==> src/rtl/mdio_pkg.sv <==
package mdio_pkg;

    localparam int DATA_W     = 16;
    localparam int PHY_W      = 5;
    localparam int REGN_W     = 5;
    localparam int CODE_W     = 3;
    localparam int DIV_CNT_W  = 7;
    localparam int PRE_BITS   = 32;
    localparam int FRAME_BITS = PRE_BITS + 2 + 2 + PHY_W + REGN_W + 2 + DATA_W;
    localparam int IDX_W      = $clog2(FRAME_BITS);

    localparam logic [IDX_W-1:0] TA_IDX   = IDX_W'(PRE_BITS + 4 + PHY_W + REGN_W);
    localparam logic [IDX_W-1:0] DATA_IDX = IDX_W'(PRE_BITS + 6 + PHY_W + REGN_W);
    localparam logic [IDX_W-1:0] LAST_IDX = IDX_W'(FRAME_BITS - 1);

    typedef enum logic {
        SEL_CMD  = 1'b0,
        SEL_DATA = 1'b1
    } host_sel_e;

    typedef struct packed {
        logic [PHY_W-1:0]  phy;
        logic [REGN_W-1:0] regn;
        logic [CODE_W-1:0] code;
        logic              is_wr;
    } mgmt_cmd_t;

    function automatic mgmt_cmd_t unpack_cmd(input logic [DATA_W-1:0] w);
        mgmt_cmd_t c;
        c.phy   = w[15:11];
        c.regn  = w[10:6];
        c.code  = w[4:2];
        c.is_wr = w[1];
        return c;
    endfunction

    function automatic logic [DATA_W-1:0] pack_cmd(input mgmt_cmd_t c, input logic busy);
        return {c.phy, c.regn, 1'b0, c.code, c.is_wr, busy};
    endfunction

    // half of the MDC period in system clocks
    function automatic logic [DIV_CNT_W-1:0] half_period(input logic [CODE_W-1:0] code);
        case (code)
            3'd0:    return DIV_CNT_W'(21);
            3'd1:    return DIV_CNT_W'(31);
            3'd2:    return DIV_CNT_W'(8);
            3'd3:    return DIV_CNT_W'(13);
            3'd4:    return DIV_CNT_W'(51);
            default: return DIV_CNT_W'(62);
        endcase
    endfunction

    function automatic logic [FRAME_BITS-1:0] build_frame(input mgmt_cmd_t c,
                                                          input logic [DATA_W-1:0] d);
        logic [1:0] op;
        op = c.is_wr ? 2'b01 : 2'b10;
        return {{PRE_BITS{1'b1}}, 2'b01, op, c.phy, c.regn, 2'b10,
                (c.is_wr ? d : {DATA_W{1'b0}})};
    endfunction

endpackage

==> src/rtl/mdio_clkgen.sv <==
module mdio_clkgen #(
    parameter int CNT_W = mdio_pkg::DIV_CNT_W
) (
    input  logic             clk,
    input  logic             rst,
    input  logic             run,
    input  logic [CNT_W-1:0] half,
    output logic             mdc,
    output logic             rise,
    output logic             fall
);

    logic [CNT_W-1:0] cnt;
    logic             mdc_q;
    logic             tick;

    assign tick = run && (cnt == half - CNT_W'(1));
    assign rise = tick && !mdc_q;
    assign fall = tick && mdc_q;
    assign mdc  = mdc_q;

    always_ff @(posedge clk) begin
        if (rst || !run) begin
            cnt   <= '0;
            mdc_q <= 1'b0;
        end else if (tick) begin
            cnt   <= '0;
            mdc_q <= ~mdc_q;
        end else begin
            cnt <= cnt + CNT_W'(1);
        end
    end

    // the phase counter never passes the selected half period
    a_r6_count_in_range: assert property (@(posedge clk) disable iff (rst)
        run |-> (cnt < half));

    // the clock cannot start high from idle
    a_r7_no_high_from_idle: assert property (@(posedge clk) disable iff (rst)
        !run |=> !mdc_q);

endmodule

==> src/rtl/mdio_frame.sv <==
module mdio_frame
    import mdio_pkg::*;
(
    input  logic              clk,
    input  logic              rst,
    input  logic              start,
    input  mgmt_cmd_t         cmd,
    input  logic [DATA_W-1:0] wdata,
    input  logic              mdc,
    input  logic              rise,
    input  logic              fall,
    input  logic              mdio_in,
    output logic              active,
    output logic              done,
    output logic [DATA_W-1:0] rdata,
    output logic [DIV_CNT_W-1:0] half,
    output logic              mdio_out,
    output logic              mdio_oe
);

    logic [FRAME_BITS-1:0] shreg;
    logic [IDX_W-1:0]      idx;
    mgmt_cmd_t             cmd_q;
    logic [DATA_W-1:0]     rsh;

    assign half     = half_period(cmd_q.code);
    assign done     = active && fall && (idx == LAST_IDX);
    assign rdata    = rsh;
    assign mdio_out = active && shreg[FRAME_BITS-1];
    assign mdio_oe  = active && (cmd_q.is_wr || (idx < TA_IDX));

    always_ff @(posedge clk) begin
        if (rst) begin
            active <= 1'b0;
            shreg  <= '0;
            idx    <= '0;
            cmd_q  <= '0;
            rsh    <= '0;
        end else if (!active) begin
            if (start) begin
                active <= 1'b1;
                shreg  <= build_frame(cmd, wdata);
                idx    <= '0;
                cmd_q  <= cmd;
                rsh    <= '0;
            end
        end else begin
            if (rise && !cmd_q.is_wr && (idx >= DATA_IDX))
                rsh <= {rsh[DATA_W-2:0], mdio_in};
            if (fall) begin
                if (idx == LAST_IDX) begin
                    active <= 1'b0;
                end else begin
                    shreg <= {shreg[FRAME_BITS-2:0], 1'b0};
                    idx   <= idx + IDX_W'(1);
                end
            end
        end
    end

    // no management clock outside a frame
    a_r7_mdc_low_idle: assert property (@(posedge clk) disable iff (rst)
        !active |-> !mdc);

    // the driven bit holds while MDC stays high
    a_r4_hold_while_high: assert property (@(posedge clk) disable iff (rst)
        (mdc && $past(mdc)) |-> $stable(mdio_out));

    // a released line is only ever sampled in a read frame
    a_r5_release_only_read: assert property (@(posedge clk) disable iff (rst)
        (active && !mdio_oe) |-> !cmd_q.is_wr);

endmodule

==> src/rtl/mdio_hostregs.sv <==
module mdio_hostregs
    import mdio_pkg::*;
(
    input  logic              clk,
    input  logic              rst,
    input  logic              host_wr,
    input  logic              host_addr,
    input  logic [DATA_W-1:0] host_wdata,
    output logic [DATA_W-1:0] host_rdata,
    input  logic              done,
    input  logic [DATA_W-1:0] rx_data,
    output logic              start,
    output mgmt_cmd_t         start_cmd,
    output logic [DATA_W-1:0] data_q,
    output logic              busy
);

    mgmt_cmd_t cmd_q;
    logic      cmd_wr;
    logic      data_wr;

    assign cmd_wr    = host_wr && (host_sel_e'(host_addr) == SEL_CMD);
    assign data_wr   = host_wr && (host_sel_e'(host_addr) == SEL_DATA);
    assign start     = cmd_wr && !busy && host_wdata[0];
    assign start_cmd = unpack_cmd(host_wdata);

    assign host_rdata = (host_sel_e'(host_addr) == SEL_CMD) ? pack_cmd(cmd_q, busy) : data_q;

    always_ff @(posedge clk) begin
        if (rst) begin
            cmd_q  <= '0;
            busy   <= 1'b0;
            data_q <= '0;
        end else begin
            if (cmd_wr && !busy) begin
                cmd_q <= unpack_cmd(host_wdata);
                busy  <= host_wdata[0];
            end
            if (data_wr && !busy)
                data_q <= host_wdata;
            if (done) begin
                busy <= 1'b0;
                if (!cmd_q.is_wr)
                    data_q <= rx_data;
            end
        end
    end

    // command fields are frozen while a frame runs
    a_r8_cmd_frozen: assert property (@(posedge clk) disable iff (rst)
        (busy && cmd_wr) |=> $stable(cmd_q));

    // data word is frozen against host writes while busy
    a_r10_data_frozen: assert property (@(posedge clk) disable iff (rst)
        (busy && data_wr && !done) |=> $stable(data_q));

    // completion drops the busy flag
    a_r3_done_clears_busy: assert property (@(posedge clk) disable iff (rst)
        done |=> !busy);

endmodule

==> src/rtl/mdio_mgmt_master.sv <==
module mdio_mgmt_master
    import mdio_pkg::*;
(
    input  logic        clk,
    input  logic        rst,
    input  logic        host_wr,
    input  logic        host_addr,
    input  logic [15:0] host_wdata,
    output logic [15:0] host_rdata,
    output logic        mdc,
    output logic        mdio_out,
    output logic        mdio_oe,
    input  logic        mdio_in
);

    logic              start;
    mgmt_cmd_t         start_cmd;
    logic [DATA_W-1:0] data_q;
    logic              busy;
    logic              active;
    logic              done;
    logic [DATA_W-1:0] rx_data;
    logic [DIV_CNT_W-1:0] half;
    logic              rise;
    logic              fall;

    mdio_hostregs u_regs (
        .clk        (clk),
        .rst        (rst),
        .host_wr    (host_wr),
        .host_addr  (host_addr),
        .host_wdata (host_wdata),
        .host_rdata (host_rdata),
        .done       (done),
        .rx_data    (rx_data),
        .start      (start),
        .start_cmd  (start_cmd),
        .data_q     (data_q),
        .busy       (busy)
    );

    mdio_frame u_frame (
        .clk      (clk),
        .rst      (rst),
        .start    (start),
        .cmd      (start_cmd),
        .wdata    (data_q),
        .mdc      (mdc),
        .rise     (rise),
        .fall     (fall),
        .mdio_in  (mdio_in),
        .active   (active),
        .done     (done),
        .rdata    (rx_data),
        .half     (half),
        .mdio_out (mdio_out),
        .mdio_oe  (mdio_oe)
    );

    mdio_clkgen #(.CNT_W(DIV_CNT_W)) u_clk (
        .clk  (clk),
        .rst  (rst),
        .run  (active),
        .half (half),
        .mdc  (mdc),
        .rise (rise),
        .fall (fall)
    );

    // host-visible busy follows the frame engine exactly
    a_r3_busy_tracks_frame: assert property (@(posedge clk) disable iff (rst)
        busy == active);

endmodule

==> config.mk <==
export PLATFORM = sky130hd
export DESIGN_NAME = mdio_mgmt_master
export DESIGN_NICKNAME = d
export VERILOG_FILES = /design/src/rtl/mdio_pkg.sv /design/src/rtl/mdio_clkgen.sv /design/src/rtl/mdio_frame.sv /design/src/rtl/mdio_hostregs.sv /design/src/rtl/mdio_mgmt_master.sv
export SDC_FILE = /design/constraint.sdc
export NUM_CORES = 1
export LEC_CHECK = 0
export BUFFER_PORTS_ARGS = -buffer_cell sky130_fd_sc_hd__buf_2
export CORE_MARGIN = 4
export CORE_UTILIZATION = 60
export DETAILED_ROUTE_END_ITERATION = 10
export HOLD_SLACK_MARGIN = 0.02
export PLACE_DENSITY = 0.77
export RECOVER_POWER = 50
export SETUP_SLACK_MARGIN = 0.5
export SLEW_MARGIN = 10
export SYNTH_ARGS = -nofsm -noshare
export SYNTH_HDL_FRONTEND = slang
export SYNTH_SLANG_ARGS = --single-unit
==> constraint.sdc <==
create_clock -name clk -period 3.17 [get_ports clk]
set_input_delay 0 -clock clk [delete_from_list [all_inputs] [get_ports clk]]
set_output_delay 0 -clock clk [all_outputs]
set_load 0.01 [all_outputs]
==> Word level (Yosys, flattened, before mapping) <==
Cells that the tools add are included.
{ "word_totals": {"ff_bits": 130, "inputBits": 21, "output_inout_bits": 19} }
{ "classes": {"bitwise_logic": 3, "magnitude_cmp": 2, "reduce_logical": 27, "n_eq_ne": 9, "muxes": 22, "addsub": 3} }
{ "op_table": {"columns": ["op", "count"], "rows": [
  ["2-to-1 mux 64 bit", 4],
  ["2-to-1 mux 16 bit", 8],
  ["case mux 6 bit (5 select lines)", 1],
  ["2-to-1 mux 6 bit", 4],
  ["logical AND 1 bit", 14],
  ["adder 7 x 1 -> 7 bit (second input constant)", 1],
  ["== test 7 bit", 1],
  ["subtractor 6 x 1 -> 7 bit (second input constant)", 1],
  ["adder 6 x 1 -> 6 bit (second input constant)", 1],
  ["== test 3 x 2 -> 1 bit (second input constant)", 2],
  ["== test 6 bit (second input constant)", 1],
  [">= comparator 6 bit (second input constant)", 1],
  ["less-than comparator 6 bit (second input constant)", 1],
  ["zero test 1 bit", 4],
  ["2-to-1 mux 1 bit", 4],
  ["!= test 2 bit (second input constant)", 2],
  ["AND reduction 2 bit", 2],
  ["OR reduction 2 bit", 2],
  ["== test 3 x 1 -> 1 bit (second input constant)", 1],
  ["== test 3 bit (second input constant)", 1],
  ["zero test 3 bit", 1],
  ["NOT 1 bit", 3],
  ["AND reduction 3 bit", 1],
  ["logical OR 1 bit", 2],
  ["3 further kinds", 3]
]} }

==> Logic depth before layout (Yosys ltp) <==
{ "depth": {"word_depth": 10, "ltp_mapped": 9, "ltp_nobuf": 6} }

==> By module <==
From an unflattened synthesis, not the netlist that was laid out.
{ "unflattened": {"cells_unflattened": 668, "area_unflattened_um2": 5913.2} }
{ "by_module_without_submodules": {"columns": ["mod", "area_each_um2", "cells_per_inst", "instances", "seq_area_each_um2"], "rows": [
  ["mdio_frame", 3773.6, 417, 1, 1821.7],
  ["mdio_hostregs", 1596.5, 189, 1, 620.6],
  ["mdio_clkgen", 543.0, 62, 1, 160.2]
]} }

==> Worst setup path after synthesis <==
Ideal clock, no wire load.
{ "synth_timing": {"path_type": "flip-flop to flip-flop", "from": "register u_frame.cmd_q[1] in the netlist's numbering", "to": "register u_frame.shreg[47]", "synth_period_minus_slack_ps": 2002, "arrival_time_ps": 1856, "path_slack_ps": 1168, "path_stages_with_launch": 9, "required_time_ps": 3024, "setup_time_ps": 146, "cell_sequence": "dfxtp_1 > buf_2 > nor2_1 > mux2_4 > a211o_2 > buf_6 > buf_4 > nor3_1 > a211oi_2"} }
{ "synth_via": {"elab_chain_len": 8, "elab_cells_between_ends": 12, "cone_classes": "add/sub (1); eq/ne (6); mux (1); reduce/logical (4)"} }
{ "synth_rtl": {"columns": ["item", "line_no", "source"], "rows": [
  ["from (decl)", "mdio_frame.sv:23", "mgmt_cmd_t cmd_q;"],
  ["from (signal assigned)", "mdio_frame.sv:44", "cmd_q <= cmd;"],
  ["== test 3 bit, or another cell as far along", "mdio_pkg.sv:43", "case (code)"],
  ["case mux 6 bit (5 select lines) (*)", "mdio_pkg.sv:43", null],
  ["subtractor 6 x 1 -> 7 bit (*)", "mdio_clkgen.sv:17", "assign tick = run && (cnt == half - CNT_W'(1));"],
  ["== test 7 bit (*)", "mdio_clkgen.sv:17", null],
  ["logical AND 1 bit (*)", "mdio_clkgen.sv:17", null],
  ["logical AND 1 bit (*)", "mdio_clkgen.sv:19", "assign fall = tick && mdc_q;"],
  ["!= test 2 x 1 -> 1 bit (no line) (*)", null, null],
  ["AND reduction 3 bit (no line) (*)", null, null],
  ["to (signal assigned)", "mdio_frame.sv:42", "shreg <= build_frame(cmd, wdata);"],
  ["to (signal assigned)", "mdio_frame.sv:54", "shreg <= {shreg[FRAME_BITS-2:0], 1'b0};"],
  ["to (decl)", "mdio_frame.sv:21", "logic [FRAME_BITS-1:0] shreg;"]
]} }
Mark *: on every way between the ends. The rest lies on a longest branch, timed or not.
A chain may end at the register's enable or synchronous reset.

==> Final worst setup path <==
{ "layout_timing": {"from": "register u_frame.cmd_q[3] in the netlist's numbering", "to": "register u_frame.shreg[29]"} }
Same word-level chain as after synthesis.

==> flow_metrics.tcl <==
set metrics [dict create \
    status "completed" \
    grt_start_max_net_pins 92 \
    dp_hpwl_um 9350 \
    n_fill_cell 764 \
    worst_pin_slew_ps 977 \
    pre_cts_ws_ps 618 \
    die-area_sq_um 12100 \
    power.switching_uw 1010 \
    grt_overflow_total 0 \
    drive_gt1_share_pct 18.0 \
    portBuffers 39 \
    grt_setup_unrepaired "no" \
    slew_headroom_pct 34.9 \
    avgRoutedWirePerCell_um 18.1 \
    antenna_found_initial 0 \
    drc 0 \
    cts_buffers 17 \
    setup_ws_ps 493 \
    ys_warn_count 0 \
    maxCapViolCount 0 \
    synth_top_cell_area_share_pct 41.7 \
    die_h_um 110 \
    fin_hold_ws_ps 103 \
    finalSetupTns_ps 0 \
    crit_slowest_cell "nand3_1" \
    synth_enable_flop_cells 0 \
    hold_class "input port to flop" \
    min_period_over_period_pct 84.5 \
    cp-end-kind "flop" \
    ys_async_sr_fraction_pct 0 \
    instances_no_fill 846 \
    clock_skew_ps 6.17 \
    critPathMaxStageDelay_ps 670 \
    finalWirelength_um 15300 \
    power.share.clock_pct 49.1 \
    worstRegToRegCells 6 \
    cts.root.buffer_cell "clkbuf_8" \
    firstDrtPassIters 6 \
    cp.arrival_ps 3140 \
    ios 40 \
    pwr-share-seq_pct 42.8 \
    clkTransAtPathRegs_ps 60 \
    track_usage_pct 26.4 \
    hold_viol_final 0 \
    setup_violations 0 \
    power_frac_comb_pct 8.0 \
    path_cells "nor4b_1 > o211ai_1 > nand3_1 > buf_4 > a21oi_1 > mux2i_1" \
    clk_latency_ps 540 \
    via_count 5372 \
    finalMaxSlewViolations 0 \
    tritoncts "done" \
    worst-path-max-fanout 20 \
    die-width_um 110 \
    grt_pass1_vias 5114 \
    synthCells 684 \
    cts_max_path_buffers 2 \
    antenna_cells 0 \
    syn-cell-area_sq_um 6240 \
    start_util_pct 62.7 \
    clkSinkCount 130 \
    h-tree-depth 4 \
    critPathLaunchType "flop" \
    grt_pass1_wl_um 25100 \
    placed_cells 797 \
    max_freq_mhz 374 \
    finalCriticalPeriod_ps 2680 \
    worst_hold_path.num_cells 2 \
    switching_share_pct 24.7 \
    finish.utilization_pct 71.2 \
    synth_ff_type "dfxtp_1" \
    synth_top_area_cell "dfxtp_1" \
    antenna_left 0 \
    synth.net_count 707 \
    gp_congestion 0.813 \
    rows 36 \
    post_synth_num_cell_types 57 \
    power_density_nw_per_um2 574 \
    ys_seq_area_share_pct 41.7 \
    syn2layout_area_growth_pct 13.6 \
    post_cts_buffers 0 \
    fin_nets 723 \
    ys_ff_latch 130 \
    p_leak_uw 0.00241 \
    syn_area_per_cell_sq_um 9.12 \
    path_class "flop to flop" \
    yosys-top-cells-area "dfxtp_1, a211oi_1, a211oi_2" \
    drtIter0Drc 511 \
    core_area_sq_um 9950 \
    p_int_uw 3060 \
    ir_drop_mv 0.540 \
    viasPerCell 6.35 \
    required_ps 3630 \
]
## per-stage QoR
stage | cell area [sq um] | total power (uW)
floorplan | 6240 | 2000
global placement | 6360 | 2070
detailed placement | 6360 | 2090
CTS | 7140 | 4080
global route | 7090 | 4180
finish | 7090 | 4070
## cells by family (layout without fill, tap and decap cells)
kind of cell | after synthesis | count (layout) | synth area share, %
compound gates | 203 | 203 | 25.1
simple gates | 218 | 218 | 18.1
mux | 46 | 46 | 7.82
flops | 130 | 130 | 41.7
buf+inv | 78 | 107 | 5.92
xor+xnor | 7 | 7 | 0.983
fa+ha+maj | 2 | 2 | 0.401
## power by group through the flow
| stage | sequential [uW] | combinational (uW) | clock (uW) |
|---|---|---|---|
| 3_3_place_gp | 1770 | 298 | 0 |
| 6_report | 1740 | 325 | 2000 |
| 5_1_grt | 1750 | 356 | 2080 |
| 4_1_cts | 1740 | 328 | 2010 |
| 3_5_place_dp | 1780 | 309 | 0 |
| 2_1_floorplan | 1760 | 239 | 0 |
## cell usage in the layout (no fill, tap or decap), types with 3 or more instances in the layout
cell,n
bufinv_16,3
nand2b_1,4
nand3_1,23
nor3_1,39
a22oi_1,15
and2_1,18
clkinvlp_4,4
buf_2,22
xnor2_1,4
nor4_1,16
clkinv_4,5
a21oi_1,41
o211ai_1,6
o21ai_0,17
mux2i_1,30
dlygate4sd3_1,17
a211oi_2,32
nor2_1,47
a31oi_1,3
buf_4,14
clkbuf_16,16
a211oi_1,72
nand2_1,44
mux2_2,13
nand4_1,3
dfxtp_1,130
or4_1,3
clkbuf_1,17
xor2_1,3
inv_1,4
## sequential cells by signal, indices dropped and copies added, names as in the netlist
signal and count:
u_regs.busy 1, u_regs.cmd_q 14, u_frame.idx 6, u_frame.active 1
u_regs.data_q 16, u_frame.rdata 16, u_clk.cnt 7, u_clk.mdc 1
u_frame.cmd_q 4, u_frame.shreg 64
## critical path, delay by kind of cell, from the launching register on
family / cells / cell delay, ps
AOI/OAI and AO/OA: 2 / 530
and+or+nand+nor: 2 / 780
DFF: 1 / 540
muxes: 1 / 240
buffers and inverters: 1 / 480
## final timing paths
kind	slack [ps]	endpoint	start
worst min-delay path	100	u_frame.shreg[16]	rst
worst max register to register	490	u_frame.shreg[29]	u_frame.cmd_q[3]
worst min register to register	460	u_regs.cmd_q[3]	u_regs.cmd_q[3]
worst max-delay path	490	u_frame.shreg[29]	u_frame.cmd_q[3]
## Yosys cell counts (2+ instances only)
cell and count:
nand4_1 3, inv_1 4, mux2i_1 29, nand3_1 22
xnor2_1 4, buf_2 25, or4_1 3, nand2_2 2
and2_1 19, o21ai_0 17, a22oi_1 15, nand2_1 44
a211o_1 2, xor2_1 3, nand3_2 2, ha_1 2
nor2_1 47, dfxtp_1 130, nor4_1 16, mux2_2 15
nand2b_1 4, o31ai_1 2, a211oi_2 32, clkbuf_1 37
a21boi_1 2, a31oi_1 3, a21oi_1 41, a211oi_1 72
nor2b_1 2, buf_6 2, o211ai_1 6, nor3_1 39
o21ai_1 2, nor4b_2 2, buf_4 8, nand3b_1 2
and3_1 4
## what timing repair did
action                                  in CTS  in global routing
endpoints found under the hold margin       49                  0
gates resized for setup                      0                  2
hold buffers                                17                  0
endpoints found under the setup margin       0                 39
## layer usage
metal / part of all wire [%] / vias to the layer above / global-route usage, %
li1: - / 2568 / -
met1: 44 / 2582 / 34.9
met2: 48 / 189 / 41.6
met3: 6.1 / 33 / 6.06
met4: 2.0 / 0 / 11.3
met5: 0 / - / 0
## layout make-up
type	count	area (sq um)	share of cell area, %
Sequential cell	130	2600	36.7
Clock inverter	14	181	2.56
Multi-Input combinational cell	476	3240	45.7
Inverter	5	18.8	0.265
Timing Repair Buffer	70	449	6.34
Clock buffer	18	428	6.04
Tap cell	133	166	2.35
No activity file was read; power rests on OpenSTA's default activity.
